### config.mk
export PLATFORM = sky130hd
export DESIGN_NAME = cond_flag_unit
export DESIGN_NICKNAME = d
export VERILOG_FILES = /design/src/rtl/cond_flag_unit.sv
export SDC_FILE = /design/constraint.sdc
export NUM_CORES = 1
export LEC_CHECK = 0
export BUFFER_PORTS_ARGS = -buffer_cell sky130_fd_sc_hd__buf_2
export CAP_MARGIN = 40
export CORE_MARGIN = 8
export CORE_UTILIZATION = 31
export CTS_CLUSTER_DIAMETER = 80
export CTS_CLUSTER_SIZE = 14
export DETAILED_ROUTE_END_ITERATION = 12
export PLACE_DENSITY = 0.84
export SKIP_CTS_REPAIR_TIMING = 1
export SLEW_MARGIN = 30
export SYNTH_ARGS = -nofsm -noshare
export SYNTH_HDL_FRONTEND = slang
export SYNTH_SLANG_ARGS = --single-unit
### constraint.sdc
create_clock -name clk -period 2.3 [get_ports clk]
set_input_delay 0.23 -clock clk [delete_from_list [all_inputs] [get_ports clk]]
set_output_delay 0.23 -clock clk [all_outputs]
set_load 0.05 [all_outputs]
### src/rtl/cond_flag_unit.sv
module cond_flag_unit #(
  parameter int STATUS_W = 32
) (
  input  logic                clk,
  input  logic                rst,
  input  logic                sw_wr_en,
  input  logic [STATUS_W-1:0] sw_wr_data,
  output logic [STATUS_W-1:0] sw_rd_data,
  input  logic                alu_upd_en,
  input  logic [3:0]          alu_flags,
  input  logic [3:0]          cond_code,
  output logic                cond_pass
);
  localparam int NB = STATUS_W - 1;
  localparam int ZB = STATUS_W - 2;
  localparam int CB = STATUS_W - 3;
  localparam int VB = STATUS_W - 4;

  logic f_n, f_z, f_c, f_v;
  logic base;

  always_ff @(posedge clk) begin
    if (rst) begin
      {f_n, f_z, f_c, f_v} <= 4'b0000;
    end else if (sw_wr_en) begin
      {f_n, f_z, f_c, f_v} <= {sw_wr_data[NB], sw_wr_data[ZB], sw_wr_data[CB], sw_wr_data[VB]};
    end else if (alu_upd_en) begin
      {f_n, f_z, f_c, f_v} <= alu_flags;
    end
  end

  assign sw_rd_data = {f_n, f_z, f_c, f_v, {(STATUS_W-4){1'b0}}};

  // Each pair of codes shares one test; the low bit of the code inverts it.
  always_comb begin
    case (cond_code[3:1])
      3'd0: base = f_z;
      3'd1: base = f_c;
      3'd2: base = f_n;
      3'd3: base = f_v;
      3'd4: base = f_c & ~f_z;
      3'd5: base = ~(f_n ^ f_v);
      3'd6: base = ~f_z & ~(f_n ^ f_v);
      default: base = 1'b1;
    endcase
  end

  assign cond_pass = base ^ cond_code[0];
endmodule


==> key figures, run 1 <==
Global route
  • Overflow after GRT: 0
  • Overall routing resource usage: 0.06670
  • Initial antenna violation count: 0
  • Vias in the first global route: between 400 and 500
  • First-pass GRT wire length: about 1800 um
  • Largest net degree at the start of global routing: 9

Setup path
  • CP Capture Type: output pin
  • Setup crit start kind: flip-flop
  • Flop-to-flop setup slack: 1490 ps
  • Worst Path Max Fanout: 5
  • Crit. Startpoint: f_z
  • CP max stage delay: 510 ps
  • Critical Path RT: around 2100 ps
  • Worst path arrival time: 1950 ps
  • Slowest cell on the critical path: or4b_1
  • Reg2Reg Launch Point: f_n
  • CP Cell Sequence: or4b_1 -> and3_1 -> a221oi_2 -> xor2_1 -> buf_2
  • Critical path type: flip-flop to output pin

Placement
  • Final HPWL DP: 947.5 um
  • # port buffers: 20
  • Placement Setup Slack: 341.2 ps
  • GP Congestion: 0.7005
  • Placed instance area: ~490 um2

STA
  • Skew final: 0 ps
  • Worst Max-Slew Pin Slew: 477.7 ps
  • RSZ-0062 raised after global routing: false
  • Final setup viols: 0
  • Final Critical Period: 2185 ps
  • Final worst-path cycle share: 0.9499
  • Max-slew violations: 0
  • Setup TNS: 0 ps
  • Count of final hold-check violations: 0
  • Final WS setup: 115.1 ps
  • Maximum clock frequency: 0.4577 GHz
  • Relative slew slack: 0.6733

Synth
  • Synth top area share: 0.4615
  • Adder-cell area share of the yosys netlist: 0
  • Mux cell area share after synthesis: 0.09615
  • Synth Register Bits: 4
  • Synth area leader: buf_4
  • Synth area leaders: buf_4 (46%), dfxtp_1 (15%), mux2i_1 (9.6%)
  • EDFF count, synth: 0
  • FFs w/ async S/R, synth: 0
  • Compound-Gate Fraction of Synth Area: 0.09375
  • Top FF cell, synth: dfxtp_1
  • Ys Warns: 0
  • XOR/XNOR Fraction of Synth Area: 0.03365
  • Simple-Gate Fraction of Synth Area: 0.1370
  • Avg Inst Size Synth: 7.769 um2
  • Post-synth top cells: buf_4 (32), nor2_1 (8), mux2i_1 (5)
  • Most common cell in the netlist: buf_4
  • Seq/Total Area, Yosys: 0.1538
  • Post-Syn Instances: 67
  • Largest family of logic cells by synthesized area: buffers and inverters
  • Cell area after synthesis: about 520 um2
  • Yosys cell types: 18

Outcome
  • Status: complete, no violations

Routing
  • DRT Wirelength: ~1100 um
  • DR vias/cell: between 3 and 4
  • Wire length per cell: 10.64 um
  • Initial DRC count: 2
  • Post-DRT Antenna Nets: 0
  • First-pass DRT Iterations: 2
  • DR DRC count: 0
  • Total number of vias: 378

Final layout
  • Antenna diodes: 0
  • Layout cells sized above 1: 0.3012
  • Fin area: ~520 um2
  • FILL cells: 186
  • Syn-to-layout area delta: -0.7210%
  • Nets: 129

Pwr
  • Combinational Power Share: 0.527
  • Internal power: 0.0001626 W
  • Sequential power share: 0.230
  • Power Dens Cells: 666.5 nW/um2
  • Maximum VDD drop: 256.0 uV
  • Leak: 0.2992 nW
  • P_sw: around 0.00018 W
  • Net Sw Frac: 0.5279
  • Clock share of power: 0.243

Run
  • Max_cap viols: 0

Floorplanning
  • Die area: 3246 um2
  • IO Pins: 77
  • Core ar.: 1652 um2
  • Floorplan die height: 56.98 um
  • Die Wd: 56.98 um
  • FP Rows: 15
  • Initial core utilization: 0.3152

Clock tree
  • Clock Latency Late Sink: approximately 230 ps
  • Clock sinks: 4
  • Clock buffer depth: 2
  • H-tree Lvls: 1
  • CTS clk-pin slew, worst paths: 40 ps
  • Root Buffer: clkbuf_4
  • CTS tree: done
  • TritonCTS Buffers: 3

Worst hold path
  • Hold Path Class: input pin to flip-flop
  • Hold Path Origin: rst
[critical path, delay by kind of cell (launching register included)]
family / cells / cell delay [ps]
xor+xnor: 1 / 160
simple gates: 2 / 700
buf+inv: 1 / 280
compound gates: 1 / 260
flops: 1 / 330
[layout by cell type, fill, tap and decap left out]
cell and count:
or4b_1 1, and3_1 1, mux2i_1 5, conb_1 28, a2111oi_0 1, o21ai_0 1
xnor2_1 1, clkbuf_4 3, nor2_1 8, buf_2 20, a221oi_2 1, xor2_1 1
nor2b_1 2, a21oi_1 4, nand2_1 1, dfxtp_1 4, and2b_2 1
[power by group through the flow]
stage          logic [W]  clock network (W)  registers, W
6_report        0.000181          0.0000837     0.0000793
5_1_grt         0.000192          0.0000944     0.0000804
2_1_floorplan   0.000199                  0     0.0000792
3_3_place_gp    0.000179                  0     0.0000806
4_1_cts         0.000180          0.0000886     0.0000795
3_5_place_dp    0.000180                  0     0.0000805
[cell type report]
cell class,instances,area (um2),share of cell area
Clock buffer,3,22.52,0.04358
Multi-Input combinational cell,56,292.8,0.5666
Sequential cell,4,80.08,0.1550
Tap cell,17,21.27,0.04116
Timing Repair Buffer,20,100.1,0.1937
[state kept, by name, indices dropped and copies added (netlist names)]
name / count
f_v: 1
f_z: 1
f_c: 1
f_n: 1
[final timing paths]
kind / endpoint / cells after the start
setup / recovery: cond_pass / 5
hold / removal: f_v / 2
setup reg to reg: f_n / 4
hold reg to reg: f_c / 4
[metrics by stage]
stage / hold slack (ps) / std cells / util / power, W
after floorplan: 302.4 / 94 / - / 0.0002785
after global placement: 435.2 / 97 / 0.2992 / 0.0002592
after detailed placement: 440.8 / 97 / 0.2992 / 0.0002603
after CTS: 195.2 / 100 / 0.3129 / 0.0003484
after global routing: 199.6 / 100 / 0.3129 / 0.0003669
final: 202.4 / 100 / 0.3129 / 0.0003444
[layer usage]
| layer | up-vias | GRT usage | part of all wire |
|---|---|---|---|
| li1 | 190 | - | - |
| met1 | 157 | 0.06897 | 0.37 |
| met2 | 31 | 0.1054 | 0.45 |
| met3 | 0 | 0.03326 | 0.18 |
| met4 | 0 | 0.04027 | 0 |
| met5 | - | 0 | 0 |
[logic make-up (layout without fill, tap and decap cells)]
logic type | after synthesis | count (layout)
AO/OA/AOI/OAI | 7 | 7
XOR/XNOR | 2 | 2
buffers and inverters | 34 | 23
flip-flops | 4 | 4
multiplexers | 5 | 5
other | 1 | 28
AND/OR/NAND/NOR | 14 | 14
No activity file was read; power rests on OpenSTA's default activity.
==> run 2, diff against run 1 <==
Settings changed: CORE_MARGIN 8 to 2.
Clock period 2.3 ns to 2.6 ns, I/O delays scaled along.
==> run 2 against run 1 <==
  * Hold slack improved by 32 ps
  * Non-clock buffer count did not move
  * Clock power fell by 9.6%
  * Largest power group unchanged
  * Utilization rose by 2.2 points
  * Critical path depth did not move
  * Routed wire length fell by 25%
  * First-iteration DRC count rose to 3.0 times the previous value
==> key figures, run 2 (synthesized netlist as in run 1, its figures left out) <==
Outcome
  • Status: complete, no violations

Clock tree
  • H-tree Lvls: 1
  • CTS clk-pin slew, worst paths: 40 ps
  • Clock buffer depth: 2
  • CTS tree: done
  • Root Buffer: clkbuf_4
  • Clock sinks: 4
  • Clock Latency Late Sink: 230 ps
  • TritonCTS Buffers: 3

Global route
  • Initial antenna violation count: 0
  • Overall routing resource usage: 0.08395
  • Largest net degree at the start of global routing: 9
  • Vias in the first global route: 299
  • Overflow after GRT: 0
  • First-pass GRT wire length: around 1200 um

Pwr
  • Leak: 0.2992 nW
  • Maximum VDD drop: ~200 uV
  • Pwr Total: 0.0003052 W
  • Power Dens Cells: just under 600 nW/um2

Setup path
  • Worst path arrival time: approximately 2000 ps
  • Critical Path RT: 2340 ps
  • Reg2Reg Launch Point: f_n
  • CP Cell Sequence: or4b_1 -> and3_1 -> a221oi_2 -> xor2_1 -> buf_2
  • Critical path type: flip-flop to output pin
  • Buf/Inv on CP: 1
  • CP top delay family: simple AND/OR/NAND/NOR gates
  • Setup crit start kind: flip-flop
  • Worst Path Max Fanout: 5
  • FF-to-FF End: f_n
  • CP max stage delay: 520 ps
  • R2R depth: 4
  • CP Capture Type: output pin
  • Flop-to-flop setup slack: 1770 ps
  • Slowest cell on the critical path: or4b_1

Floorplanning
  • Die area: 2023 um2
  • Die Wd: 44.98 um
  • Core ar.: around 1500 um2
  • IO Pins: 77
  • Floorplan die height: around 45 um
  • Initial core utilization: 0.3377
  • FP Rows: 14

STA
  • Final worst-path cycle share: 0.8519
  • Count of final hold-check violations: 0
  • Max-slew violations: 0
  • Maximum clock frequency: about 0.45 GHz
  • Final setup viols: 0
  • RSZ-0062 raised after global routing: false
  • Setup TNS: 0 ps
  • Worst Max-Slew Pin Slew: roughly 480 ps
  • Relative slew slack: 0.6743
  • Skew final: 0 ps
  • Final Critical Period: 2215 ps

Routing
  • First-pass DRT Iterations: 4
  • Post-DRT Antenna Nets: 0
  • DR vias/cell: 3.788
  • DRT Wirelength: around 800 um
  • Initial DRC count: 6
  • DR DRC count: 0
  • Wire length per cell: 8.061 um
  • Total number of vias: 375

Final layout
  • FILL cells: 169
  • Most common cell after layout, fill and taps aside: conb_1
  • Syn-to-layout area delta: -0.9616%
  • Most frequent cells in the layout: conb_1 (28), buf_2 (20), nor2_1 (8)
  • Layout cells sized above 1: 0.3012
  • Nets: 129
  • Antenna diodes: 0

Placement
  • GP Congestion: 0.6099
  • Final HPWL DP: about 650 um
  • # port buffers: 20

Worst hold path
  • Hold Path Class: input pin to flip-flop
  • Hold endpoint: f_z
  • Hold Path Cell Cnt: 2
  • Hold Path Origin: rst

Run
  • Max_cap viols: 0
## run 2: cell counts in the layout (fill, tap and decap cells not counted)
No cell type changed its count.
## run 2: how the worst max path moves through the flow
| stage | startpoint | endpoint | slack [ps] | cells past startpoint |
|---|---|---|---|---|
| after floorplan | f_z | cond_pass | 330 | 4 |
| after global placement | cond_code[1] | cond_pass | 620 | 6 |
| after detailed placement | cond_code[1] | cond_pass | 580 | 6 |
| after CTS | f_z | cond_pass | 370 | 5 |
| after global routing | f_z | cond_pass | 300 | 5 |
| final | f_z | cond_pass | 390 | 5 |
## run 2: power breakdown
part | switching [W] | total, W | internal (W)
Clock | 0.0000241 | 0.0000757 | 0.0000516
Combinational | 0.000133 | 0.000159 | 0.0000265
Sequential | 0.00000439 | 0.0000703 | 0.0000659
Total | 0.000161 | 0.000305 | 0.000144
## run 2: worst register-to-register path, delay by kind of cell (launching register included)
kind	cells	cell delay [ps]
AND/OR/NAND/NOR	2	110
flip-flops	1	330
AO/OA/AOI/OAI	1	110
multiplexers	1	160
## run 2: per-stage QoR
step	cell area, um2	utilization	setup slack (ps)	hold slack [ps]	cells
2_1_floorplan	621.8	-	328.8	332.4	94
3_3_place_gp	493.0	0.3198	619.8	464.7	96
3_5_place_dp	493.0	0.3198	583.8	468.1	96
4_1_cts	515.5	0.3344	370.8	220.1	99
5_1_grt	515.5	0.3344	296.9	247.9	99
6_report	515.5	0.3344	385.1	234.7	99
## run 2: area by class of cell
class | instances | area [um2] | share of cell area
Timing Repair Buffer | 20 | 100.1 | 0.1942
Multi-Input combinational cell | 56 | 292.8 | 0.5680
Tap cell | 16 | 20.02 | 0.03883
Sequential cell | 4 | 80.08 | 0.1553
Clock buffer | 3 | 22.52 | 0.04369
## run 2: layer usage
metal | part of all wire | wire length (um) | GRT usage
met2 | 0.48 | 381 | 0.1229
met4 | 0 | 0 | 0.08824
met3 | 0.13 | 104 | 0.01200
met1 | 0.39 | 312 | 0.1000
met5 | 0 | 0 | 0
